===== config.mk =====
export PLATFORM = sky130hd
export DESIGN_NAME = rx_label_logger
export DESIGN_NICKNAME = d
export VERILOG_FILES = /design/src/rtl/rx_logger_pkg.sv /design/src/rtl/rx_tag_counter.sv /design/src/rtl/rx_label_filter.sv /design/src/rtl/rx_buf_ptr.sv /design/src/rtl/rx_trig_unit.sv /design/src/rtl/rx_label_logger.sv
export SDC_FILE = /design/constraint.sdc
export NUM_CORES = 1
export LEC_CHECK = 0
export BUFFER_PORTS_ARGS = -buffer_cell sky130_fd_sc_hd__buf_2
export CAP_MARGIN = 10
export CORE_MARGIN = 8
export CORE_UTILIZATION = 55
export DETAILED_ROUTE_END_ITERATION = 8
export PLACE_DENSITY_LB_ADDON = 0.3
export RECOVER_POWER = 50
export SETUP_SLACK_MARGIN = 0.5
export SYNTH_ARGS = -nofsm -noshare
export SYNTH_HDL_FRONTEND = slang
export SYNTH_SLANG_ARGS = --single-unit
export TNS_END_PERCENT = 5

===== constraint.sdc =====
create_clock -name clk -period 14.9 [get_ports clk]
set_clock_uncertainty 0.15 [all_clocks]
set_input_delay 2.98 -clock clk [delete_from_list [all_inputs] [get_ports clk]]
set_output_delay 2.98 -clock clk [all_outputs]
set_load 0.1 [all_outputs]

===== src/rtl/rx_logger_pkg.sv =====
package rx_logger_pkg;
  localparam int WORD_W = 32;

  localparam logic [2:0] REG_CTRL  = 3'd0;
  localparam logic [2:0] REG_START = 3'd1;
  localparam logic [2:0] REG_END   = 3'd2;
  localparam logic [2:0] REG_TLBL  = 3'd3;
  localparam logic [2:0] REG_THR   = 3'd4;
  localparam logic [2:0] REG_IVL   = 3'd5;
  localparam logic [2:0] REG_FILT  = 3'd6;
  localparam logic [2:0] REG_TCLR  = 3'd7;

  localparam int ST_PERR = 0;
  localparam int ST_TRIG = 1;

  typedef struct packed {
    logic trig_en;
    logic wrap_en;
    logic run;
  } ctrl_t;
endpackage


===== src/rtl/rx_tag_counter.sv =====
module rx_tag_counter #(
  parameter int TW = 32
) (
  input  logic          clk,
  input  logic          rst_n,
  input  logic          clr,
  output logic [TW-1:0] tag
);
  logic [TW-1:0] tag_d;

  always_comb begin
    tag_d = tag + TW'(1);
    if (clr) tag_d = '0;
  end

  always_ff @(posedge clk or negedge rst_n) begin
    if (!rst_n) tag <= '0;
    else        tag <= tag_d;
  end
endmodule


===== src/rtl/rx_label_filter.sv =====
module rx_label_filter
  import rx_logger_pkg::*;
#(
  parameter int LBW = 8
) (
  input  logic              clk,
  input  logic              rst_n,
  input  logic              wr_en,
  input  logic [LBW-1:0]    wr_idx,
  input  logic              wr_val,
  input  logic [WORD_W-1:0] word,
  output logic [LBW-1:0]    idx,
  output logic              hit,
  output logic              perr
);
  localparam int DEPTH = 1 << LBW;

  logic [DEPTH-1:0] map_q, map_d;

  // label arrives most significant bit first in the lowest word bit
  for (genvar b = 0; b < LBW; b++) begin : g_rev
    assign idx[b] = word[LBW-1-b];
  end

  always_comb begin
    map_d = map_q;
    if (wr_en) map_d[wr_idx] = wr_val;
  end

  always_ff @(posedge clk or negedge rst_n) begin
    if (!rst_n) map_q <= '0;
    else        map_q <= map_d;
  end

  assign hit  = map_q[idx];
  assign perr = ~^word;
endmodule


===== src/rtl/rx_buf_ptr.sv =====
module rx_buf_ptr #(
  parameter int AW = 8
) (
  input  logic          clk,
  input  logic          rst_n,
  input  logic          restart,
  input  logic [AW-1:0] load_ptr,
  input  logic [AW-1:0] start_ptr,
  input  logic [AW-1:0] end_ptr,
  input  logic          wrap_en,
  input  logic          adv,
  output logic [AW-1:0] cur,
  output logic          full
);
  logic [AW-1:0] cur_d;
  logic          full_d;

  always_comb begin
    cur_d  = cur;
    full_d = full;
    if (restart) begin
      cur_d  = load_ptr;
      full_d = 1'b0;
    end else if (adv) begin
      if (cur == end_ptr) begin
        if (wrap_en) cur_d  = start_ptr;
        else         full_d = 1'b1;
      end else begin
        cur_d = cur + AW'(1);
      end
    end
  end

  always_ff @(posedge clk or negedge rst_n) begin
    if (!rst_n) begin
      cur  <= '0;
      full <= 1'b0;
    end else begin
      cur  <= cur_d;
      full <= full_d;
    end
  end
endmodule


===== src/rtl/rx_trig_unit.sv =====
module rx_trig_unit #(
  parameter int CW = 16
) (
  input  logic          clk,
  input  logic          rst_n,
  input  logic          restart,
  input  logic          stored,
  input  logic [CW-1:0] cnt_thr,
  input  logic [CW-1:0] ivl_len,
  output logic [CW-1:0] word_cnt,
  output logic          irq_cnt,
  output logic          irq_ivl
);
  logic [CW-1:0] cnt_inc, ivl_q, ivl_inc, cnt_d, ivl_d;
  logic          irq_cnt_d, irq_ivl_d;

  assign cnt_inc = word_cnt + CW'(1);
  assign ivl_inc = ivl_q + CW'(1);

  always_comb begin
    cnt_d     = word_cnt;
    ivl_d     = ivl_q;
    irq_cnt_d = 1'b0;
    irq_ivl_d = 1'b0;
    if (restart) begin
      cnt_d = '0;
      ivl_d = '0;
    end else if (stored) begin
      cnt_d     = cnt_inc;
      irq_cnt_d = (cnt_thr != '0) && (cnt_inc == cnt_thr);
      if (ivl_len != '0) begin
        if (ivl_inc == ivl_len) begin
          ivl_d     = '0;
          irq_ivl_d = 1'b1;
        end else begin
          ivl_d = ivl_inc;
        end
      end
    end
  end

  always_ff @(posedge clk or negedge rst_n) begin
    if (!rst_n) begin
      word_cnt <= '0;
      ivl_q    <= '0;
      irq_cnt  <= 1'b0;
      irq_ivl  <= 1'b0;
    end else begin
      word_cnt <= cnt_d;
      ivl_q    <= ivl_d;
      irq_cnt  <= irq_cnt_d;
      irq_ivl  <= irq_ivl_d;
    end
  end
endmodule


===== src/rtl/rx_label_logger.sv =====
module rx_label_logger
  import rx_logger_pkg::*;
#(
  parameter int AW  = 8,
  parameter int CW  = 16,
  parameter int LBW = 8,
  parameter int TW  = 32
) (
  input  logic              clk,
  input  logic              rst_n,
  input  logic              word_valid,
  input  logic [WORD_W-1:0] word_in,
  input  logic              hst_we,
  input  logic [2:0]        hst_addr,
  input  logic [31:0]       hst_wdata,
  output logic              rec_we,
  output logic [AW-1:0]     rec_addr,
  output logic [WORD_W-1:0] rec_data,
  output logic [TW-1:0]     rec_tag,
  output logic [31:0]       rec_stat,
  output logic [AW-1:0]     cur_ptr,
  output logic [CW-1:0]     word_cnt,
  output logic              ovf,
  output logic              irq_cnt,
  output logic              irq_ivl
);
  logic [1:0]     sync_q;
  logic           rst_i_n;
  ctrl_t          ctrl_q, ctrl_d;
  logic [AW-1:0]  start_q, start_d, end_q, end_d;
  logic [LBW-1:0] tlbl_q, tlbl_d, idx;
  logic [CW-1:0]  thr_q, thr_d, ivl_q, ivl_d;
  logic           trigd_q, trigd_d;
  logic           restart, tag_clr, filt_we, hit, perr, lbl_match, gate_open, accept, trig_word;
  logic [TW-1:0]  tag_q;
  logic [31:0]    stat_d;

  // asynchronous assertion, synchronous release
  always_ff @(posedge clk or negedge rst_n) begin
    if (!rst_n) sync_q <= 2'b00;
    else        sync_q <= {sync_q[0], 1'b1};
  end
  assign rst_i_n = sync_q[1];

  assign restart = hst_we && (hst_addr == REG_START);
  assign tag_clr = hst_we && (hst_addr == REG_TCLR);
  assign filt_we = hst_we && (hst_addr == REG_FILT);

  always_comb begin
    ctrl_d  = ctrl_q;
    start_d = start_q;
    end_d   = end_q;
    tlbl_d  = tlbl_q;
    thr_d   = thr_q;
    ivl_d   = ivl_q;
    if (hst_we) begin
      case (hst_addr)
        REG_CTRL:  ctrl_d  = ctrl_t'(hst_wdata[2:0]);
        REG_START: start_d = hst_wdata[AW-1:0];
        REG_END:   end_d   = hst_wdata[AW-1:0];
        REG_TLBL:  tlbl_d  = hst_wdata[LBW-1:0];
        REG_THR:   thr_d   = hst_wdata[CW-1:0];
        REG_IVL:   ivl_d   = hst_wdata[CW-1:0];
        default: ;
      endcase
    end
  end

  rx_tag_counter #(.TW(TW)) u_tag (
    .clk(clk), .rst_n(rst_i_n), .clr(tag_clr), .tag(tag_q)
  );

  rx_label_filter #(.LBW(LBW)) u_filt (
    .clk(clk), .rst_n(rst_i_n), .wr_en(filt_we), .wr_idx(hst_wdata[LBW-1:0]),
    .wr_val(hst_wdata[LBW]), .word(word_in), .idx(idx), .hit(hit), .perr(perr)
  );

  assign lbl_match = (idx == tlbl_q);
  assign trig_word = ctrl_q.trig_en && !trigd_q && lbl_match;
  assign gate_open = !ctrl_q.trig_en || trigd_q || lbl_match;
  assign accept    = word_valid && ctrl_q.run && hit && !ovf && gate_open && !restart;

  always_comb begin
    trigd_d = trigd_q;
    if (restart) trigd_d = 1'b0;
    else if (word_valid && ctrl_q.run && trig_word) trigd_d = 1'b1;
    stat_d          = '0;
    stat_d[ST_PERR] = perr;
    stat_d[ST_TRIG] = trig_word;
  end

  rx_buf_ptr #(.AW(AW)) u_ptr (
    .clk(clk), .rst_n(rst_i_n), .restart(restart), .load_ptr(hst_wdata[AW-1:0]),
    .start_ptr(start_q), .end_ptr(end_q), .wrap_en(ctrl_q.wrap_en), .adv(accept),
    .cur(cur_ptr), .full(ovf)
  );

  rx_trig_unit #(.CW(CW)) u_trig (
    .clk(clk), .rst_n(rst_i_n), .restart(restart), .stored(accept),
    .cnt_thr(thr_q), .ivl_len(ivl_q), .word_cnt(word_cnt),
    .irq_cnt(irq_cnt), .irq_ivl(irq_ivl)
  );

  always_ff @(posedge clk or negedge rst_i_n) begin
    if (!rst_i_n) begin
      ctrl_q   <= '0;
      start_q  <= '0;
      end_q    <= '0;
      tlbl_q   <= '0;
      thr_q    <= '0;
      ivl_q    <= '0;
      trigd_q  <= 1'b0;
      rec_we   <= 1'b0;
      rec_addr <= '0;
      rec_data <= '0;
      rec_tag  <= '0;
      rec_stat <= '0;
    end else begin
      ctrl_q  <= ctrl_d;
      start_q <= start_d;
      end_q   <= end_d;
      tlbl_q  <= tlbl_d;
      thr_q   <= thr_d;
      ivl_q   <= ivl_d;
      trigd_q <= trigd_d;
      rec_we  <= accept;
      if (accept) begin
        rec_addr <= cur_ptr;
        rec_data <= word_in;
        rec_tag  <= tag_q;
        rec_stat <= stat_d;
      end
    end
  end
endmodule


# --- After elaboration in Yosys (flattened, before gate mapping) ---
# Index checks and enable logic that the tools add are counted.
# Widths: inputs -> output; s select.
op_classes:
  addsub: 4
  order_cmp: 3
  n_eq_ne: 13
  muxes: 28
  n_reduce_logical: 36
op_table:
  columns: ["operator", "n"]
  rows:
  - ["$bwmux 256", 1]
  - ["$mux 16", 6]
  - ["$add 16x1->16 const B", 2]
  - ["$add 32x1->32 const B", 1]
  - ["$eq 16x16->1", 2]
  - ["$mux 32", 1]
  - ["$mux 8", 4]
  - ["$reduce_bool 16->1", 2]
  - ["$reduce_xnor 32->1", 1]
  - ["$lt 8x9->1 const B", 2]
  - ["$eq 8x8->1", 2]
  - ["$reduce_and 2->1", 8]
  - ["$mux 1", 14]
  - ["$logic_and 1x1->1", 13]
  - ["$eq 3x3->1 const B", 4]
  - ["$add 8x1->8 const B", 1]
  - ["$bmux 1 s8", 1]
  - ["$demux 1 s8", 1]
  - ["$ge 8x1->1 const B", 1]
  - ["$reduce_bool 2->1", 4]
  - ["$eq 3x2->1 const B", 2]
  - ["$logic_not 1->1", 4]
  - ["$eq 3x1->1 const B", 1]
  - ["$logic_not 3->1", 1]
  - ["4 further kinds", 5]
word_totals:
  regBits: 468
  input_bits: 71
  word_cells: 107

# --- Logic depth before layout (Yosys ltp) ---
# Gate-level depths: netlist (run 1).
depth:
  word_depth: 8
  depth_mapped: 15

# --- Cells and area by module ---
# Synthesis (run 1) repeated with hierarchy kept, for this count alone.
unflattened:
  hier_cells: 2379
  hier_area_um2: 25891.1
by_module_without_submodules:
  columns: ["mod", "instances", "cells_each", "area_each_um2", "seq_area_each_um2"]
  rows:
  - ["rx_label_filter", 1, 1102, 13295.3, 6406.1]
  - ["rx_label_logger", 1, 713, 7383.3, 3428.3]
  - ["rx_trig_unit", 1, 318, 2829.0, 850.8]
  - ["rx_tag_counter", 1, 165, 1607.8, 800.8]
  - ["rx_buf_ptr", 1, 81, 775.7, 225.2]

# --- Worst setup path before layout (run 1) ---
# OpenSTA, ideal clock, no wires.
synth_path:
  path_kind: "input port to flip-flop"
  startpoint: "in word_in[6]"
  endpoint: "reg rec_addr[0]"
  setup_time_ps: 126
  t_arrival_ps: 5427
  required_ps: 14624
  setup_slack_ps: 9197
  path_stages: 12
  path_buffers: 5
  path_cell_list: "buf_6 > buf_6 > buf_6 > xor2_1 > nor4_1 > a21oi_1 > nor4b_1 > nand3_1 > nand2_1 > buf_2 > buf_2 > mux2_2"
synth_between:
  elab_chain_len: 6
  elab_cells_between_ends: 8
synth_lines:
  columns: ["item", "line", "source"]
  rows:
  - ["start, declared", "rx_label_logger.sv:12", "input logic [WORD_W-1:0] word_in,"]
  - ["$bmux 1 s8", "rx_label_filter.sv:35", "assign hit = map_q[idx];"]
  - ["$mux 1 (implied by the code)", "rx_label_filter.sv:35", null]
  - ["$logic_and 1x1->1 (2 in series)", "rx_label_logger.sv:81", "assign accept = word_valid && ctrl_q.run && hit && !ovf && gate_open && !restart;"]
  - ["$logic_and 1x1->1 * (2 in series)", "rx_label_logger.sv:81", null]
  - ["end signal, assigned", "rx_label_logger.sv:128", "rec_addr <= cur_ptr;"]
  - ["end, declared", "rx_label_logger.sv:17", "output logic [AW-1:0] rec_addr,"]
# Every way passes the cells marked *; elsewhere a longest branch is shown, timed or not. The select of a mux whose other input is x is not followed.
# A chain may end at the register's enable or synchronous reset.

==> flow_metrics.tcl, run 1 <==
set metrics [dict create \
    status "finished with violations" \
    violations "capacitance limit, slew limit" \
    io_buffers 156 \
    row_count 76 \
    antenna_found_initial 0 \
    vdd_drop_max_mv 0.177 \
    cp.depth 3 \
    final_common_cell "dfrtp_1" \
    ant_nets 0 \
    ys_seq_elements 468 \
    whs_ns 0.206 \
    slew_violations 258 \
    boundaryPins 203 \
    die_height_um 224 \
    ys_seq_area_share_pct 49.2 \
    cts_resized 0 \
    ys_types 59 \
    post_cts_buffers 0 \
    place.gp.congestion 0.880 \
    drcViolationCount 0 \
    cts-buffers-inserted 50 \
    die_width_um 224 \
    dr.pass1.iters 5 \
    hold_depth 0 \
    cts_tree "built" \
    synth_cells 2112 \
    power_leakage_nw 12.2 \
    async_flop_share_pct 100 \
    hold_class "flop to flop" \
    drt_iter0_markers 1489 \
    post-synth-top-area-fraction_pct 49.2 \
    die_area_mm2 0.0502 \
    first_global_vias 16935 \
    slowest_stage "clkbuf_1" \
    synth_area_leaders "dfrtp_1 (49%), mux2_2 (18%), nand2_1 (4.5%), mux2i_1 (4.2%), xnor2_1 (2.8%)" \
    synth_area_leader_cell "dfrtp_1" \
    maxCapViolations 5 \
    fin_crit_ns 7.14 \
    critPathCaptureType "async pin" \
    vias 16832 \
    syn_avg_cell_area_um2 11.3 \
    setup_tns_ns 0 \
    grt_max_degree 193 \
    vias_per_cell 5.96 \
    holdBufCountCts 0 \
    ys.flop_type "dfrtp_1" \
    hold_violations 0 \
    finalCritPeriodShare_pct 47.9 \
    power_density_mw_per_mm2 155 \
    path_class "flop to async pin" \
    worstPathMaxFanout 192 \
    setup_viol 0 \
    final_layout_size_suffix_gt1_share_pct 30.6 \
    crit_arrival_ns 7.58 \
    overflow 0 \
    cts_max_level 2 \
    synth_edf_count 0 \
    relSlewSlack_pct -147 \
    crit_buf_inv 3 \
    path_cells "buf_12, clkbuf_1, buf_4" \
    antenna_cells 0 \
    ff2ff_path_depth 3 \
    layout.nets 2276 \
    worstMarginPinSlew_ns 3.70 \
    dp_hpwl_mm 37.1 \
    syn-cell-area_mm2 0.0238 \
    worstSkewPairLatency_ns 0.58 \
    routed_wl_mm 59.2 \
    cts.sinks 468 \
    cts_buffer_depth 3 \
    yosysWarnings 0 \
    rsz0062_at_grt "no" \
    grtUsageTotal_pct 23.3 \
    path_delay_family "buffers and inverters" \
    cts.clk_slew.worst_paths_ns 0.06 \
    worst_setup_path_start_kind "flop" \
    root_buffer "clkbuf_16" \
    worstPathRequired_ns 15.34 \
    grt_pass1_wl_mm 94.1 \
    start_util_pct 55.5 \
    layout_common_cells "dfrtp_1 (468), mux2_2 (382), nand2_1 (287), buf_2 (150), nor2_1 (128)" \
    design.core.area_mm2 0.0429 \
    fmax_ghz 0.140 \
    max_stage_delay_ns 2.67 \
    wl_per_cell_um 21.0 \
    areaGrowthSynthToFinish_pct 11.0 \
]
metrics by stage:
| stage | area (µm²) | instances | util (%) | setup slack, ns | total power, mW |
|---|---|---|---|---|---|
| floorplan | 23900 | 2141 | - | 0.740 | 2.67 |
| global placement | 24800 | 2733 | 57.9 | 7.53 | 2.89 |
| detailed placement | 24800 | 2733 | 57.9 | 7.49 | 2.91 |
| CTS | 26400 | 2821 | 61.6 | 8.10 | 4.13 |
| global route | 26400 | 2822 | 61.6 | 6.42 | 4.25 |
| finish | 26400 | 2822 | 61.6 | 7.76 | 4.10 |
area by class of cell:
| type | instances | area (µm²) |
|---|---|---|
| clock buffers | 71 | 1430 |
| clock inverters | 17 | 164 |
| fillers | 3388 | 16500 |
| inverters | 11 | 41.3 |
| multi-input cells | 1487 | 11300 |
| flip-flops and latches | 468 | 11700 |
| well taps | 585 | 732 |
| repair buffers | 183 | 977 |
power breakdown:
part	total, mW	internal (mW)	switching, mW
registers	1.55	1.43	0.128
logic	1.33	0.277	1.06
clock network	1.21	0.702	0.511
Yosys cell counts (all sizes together) (22+ instances only):
cell type and number:
dfrtp 468, mux2 383, nand2 288, nor2 138, clkbuf 103, mux2i 100, xnor2 77, buf 72
nand3 57, xor2 53, a21oi 41, o21ai 41, a22oi 39, mux4 24, nor3 24, and3 22
nor4 22, or3 22
routing by layer:
metal | GRT usage, % | part of all wire (%) | vias to the layer above | wire length (µm)
li1 | - | - | 7535 | -
met1 | 31.5 | 42 | 8549 | 25000
met2 | 37.7 | 48 | 634 | 28200
met3 | 4.08 | 7.4 | 114 | 4360
met4 | 8.26 | 2.8 | 0 | 1670
met5 | 0 | 0 | - | 0
cells by family (layout without fill, tap and decap cells):
kind of cell | count (synthesis) | count (layout) | share of synthesized area (%)
AND/OR/NAND/NOR | 642 | 642 | 12.5
multiplexers | 507 | 507 | 24.6
flip-flops | 468 | 468 | 49.2
buffers and inverters | 186 | 282 | 3.83
AO/OA/AOI/OAI | 173 | 173 | 4.77
XOR/XNOR | 130 | 130 | 4.79
adder cells (fa/ha/maj) | 4 | 4 | 0.210
other | 2 | 31 | 0.0316
registers in the layout, summed over array words and instances, names as in the netlist, 16 cells and up:
signal / count
ivl_q: 16
u_tag.tag: 32
u_filt.map_q: 256
rec_data: 32
u_trig.ivl_q: 16
thr_q: 16
u_trig.word_cnt: 16
rec_tag: 32
final timing paths:
path	startpoint	endpoint	slack (ns)
setup / recovery	sync_q[1]$_DFF_PN0_	u_trig.irq_ivl$_DFF_PN0_	7.76
hold / removal	sync_q[0]$_DFF_PN0_	sync_q[1]$_DFF_PN0_	0.21
setup reg to reg	sync_q[1]$_DFF_PN0_	u_trig.irq_ivl$_DFF_PN0_	7.76
hold reg to reg	sync_q[0]$_DFF_PN0_	sync_q[1]$_DFF_PN0_	0.21
max in group clk	word_in[6]	rec_tag[10]$_DFFE_PN0N_	8.01
min in group asynchronous	sync_q[1]$_DFF_PN0_	rec_tag[25]$_DFFE_PN0N_	0.99
(Power assumes the default switching activity.)
==> run 2, diff against run 1 <==
- clock period: 14.9 -> 6.7 ns (I/O delays scaled with it)
==> run 2 against run 1 <==
  * The run still ends with capacitance limit, slew limit left
  * Power up 130%
  * Sequential share of layout area down 0.52 points
  * Combinational power up 120%
  * Highest routed layer unchanged
==> flow_metrics.tcl, run 2 (same netlist as run 1, synthesis figures left out) <==
set metrics [dict create \
    place.gp.congestion 0.858 \
    layout.nets 2281 \
    grt_pass1_wl_mm 96.3 \
    vdd_drop_max_mv 0.309 \
    final_common_cell "dfrtp_1" \
    ant_nets 0 \
    io_buffers 156 \
    crit_arrival_ns 5.04 \
    clkPwrFrac_pct 31.8 \
    design.core.area_mm2 0.0429 \
    post_cts_buffers 0 \
    dp_hpwl_mm 38.6 \
    maxCapViolations 3 \
    path_cells "buf_6, buf_4, mux2i_1, a22oi_1, a21oi_1, nor4_1, a22oi_1, nand3_1, nand3_1, nand2_4, buf_12, mux2_2" \
    rsz0062_at_grt "no" \
    cts.sinks 468 \
    finalCritPeriodShare_pct 70.3 \
    die_width_um 224 \
    status "finished with violations" \
    power_leakage_nw 12.4 \
    setup_tns_ns 0 \
    cts_tree "built" \
    root_buffer "clkbuf_16" \
    dr.pass1.iters 6 \
    violations "capacitance limit, slew limit" \
    antenna_found_initial 0 \
    place_area_mm2 0.0249 \
    routed_wl_mm 60.8 \
    hold_class "flop to flop" \
    hold_violations 0 \
    path_class "input port to flop" \
    boundaryPins 203 \
    slowest_stage "buf_4" \
    fin_area_mm2 0.0267 \
    regMostFlops "u_filt.map_q" \
    cts.clk_slew.worst_paths_ns 0.06 \
    layout_common_cells "dfrtp_1 (468), mux2_2 (383), nand2_1 (287), buf_2 (150), nor2_1 (128)" \
    relSlewSlack_pct -74.4 \
    worstSkewPairLatency_ns 0.60 \
    power_frac_seq_pct 36.6 \
    grtUsageTotal_pct 23.9 \
    drt_iter0_markers 1511 \
    fmax_ghz 0.212 \
    worstMarginPinSlew_ns 2.62 \
    worstPathRequired_ns 7.03 \
    power_density_mw_per_mm2 353 \
    die_height_um 224 \
    worst_setup_path_start_kind "input port" \
    grt_max_degree 191 \
    critPathCaptureType "flop" \
    comb_power_share_pct 31.5 \
    cts_buffer_depth 3 \
    cts_max_level 2 \
    vias_per_cell 5.97 \
    cts_resized 0 \
    sw_frac_of_total_pct 40.3 \
    first_global_vias 17361 \
    die_area_mm2 0.0502 \
    largest_reg_flops 256 \
    worstPathMaxFanout 41 \
    antenna_cells 0 \
    power_report.internal_total_mw 5.63 \
    row_count 76 \
    areaGrowthSynthToFinish_pct 12.3 \
    fillerInstances 3395 \
    slew_violations 264 \
    final_layout_size_suffix_gt1_share_pct 31.4 \
    p_sw_mw 3.81 \
    cts-buffers-inserted 50 \
    fin_crit_ns 4.71 \
    wl_per_cell_um 21.4 \
    start_util_pct 55.5 \
    holdBufCountCts 0 \
    vias 16923 \
    multi_input_area_mm2 0.0113 \
    drcViolationCount 0 \
    setup_viol 0 \
    max_stage_delay_ns 0.59 \
    seq_area_mm2 0.0117 \
    overflow 0 \
]
run 2: cell types whose count changed in the layout (fill, tap and decap cells not counted), moves of 2 or more:
cell | previous run | this run
buf_4 | 18 | 27
bufinv_16 | 2 | 7
clkbuf_1 | 22 | 14
clkbuf_8 | 10 | 17
clkinv_4 | 2 | 0
inv_6 | 2 | 0
run 2: final timing paths:
| check | slack (ns) | end | cells after the start | start |
|---|---|---|---|---|
| setup / recovery | 1.99 | rec_tag[24]$_DFFE_PN0N_ | 12 | word_in[6] |
| hold / removal | 0.20 | sync_q[1]$_DFF_PN0_ | 0 | sync_q[0]$_DFF_PN0_ |
| setup reg to reg | 2.40 | u_filt.map_q[5]$_DFFE_PN0P_ | 1 | sync_q[1]$_DFF_PN0_ |
| hold reg to reg | 0.20 | sync_q[1]$_DFF_PN0_ | 0 | sync_q[0]$_DFF_PN0_ |
| max in group asynchronous | 2.40 | u_filt.map_q[5]$_DFFE_PN0P_ | 1 | sync_q[1]$_DFF_PN0_ |
| min in group asynchronous | 0.38 | sync_q[0]$_DFF_PN0_ | 1 | rst_n |
run 2: area by class of cell:
type | instances | area share [%]
clock buffer | 75 | 5.67
clock inverter | 19 | 1.19
timing repair buffer | 188 | 3.92
sequential | 468 | 43.8
multi-input combinational | 1487 | 42.5
inverter | 11 | 0.155
tap | 585 | 2.74
run 2: routing by layer:
metal / share of wire [%] / GRT usage, % / vias up
li1: - / - / 7535
met1: 42 / 31.9 / 8602
met2: 49 / 38.8 / 648
met3: 6.6 / 3.90 / 138
met4: 2.9 / 9.28 / 0
met5: 0 / 0 / -
run 2: metrics by stage:
| stage | worst slack, ns | std cells | total power [mW] | hold WS (ns) | util [%] |
|---|---|---|---|---|---|
| after CTS | 2.01 | 2833 | 9.51 | 0.195 | 62.3 |
| after detailed placement | 1.40 | 2739 | 6.50 | 0.189 | 58.1 |
| after floorplan | 1.98 | 2141 | 5.94 | 0.181 | - |
| final | 1.99 | 2833 | 9.44 | 0.200 | 62.3 |
| after global routing | 1.57 | 2833 | 9.77 | 0.212 | 62.3 |
| after global placement | 1.53 | 2739 | 6.44 | 0.174 | 58.1 |
run 2: power groups by stage:
stage               sequential, mW  clock (mW)  combinational, mW
global route                  3.50        3.17               3.09
finish                        3.46        3.00               2.98
global placement              3.48           0               2.95
detailed placement            3.51           0               2.99
floorplan                     5.13           0              0.815
CTS                           3.46        3.06               3.00
run 2: worst max-delay path, delay by kind of cell:
family	cells	cell delay (ns)
AO/OA/AOI/OAI	3	0.49
buffers and inverters	3	1.34
multiplexers	2	0.52
AND/OR/NAND/NOR	4	1.26
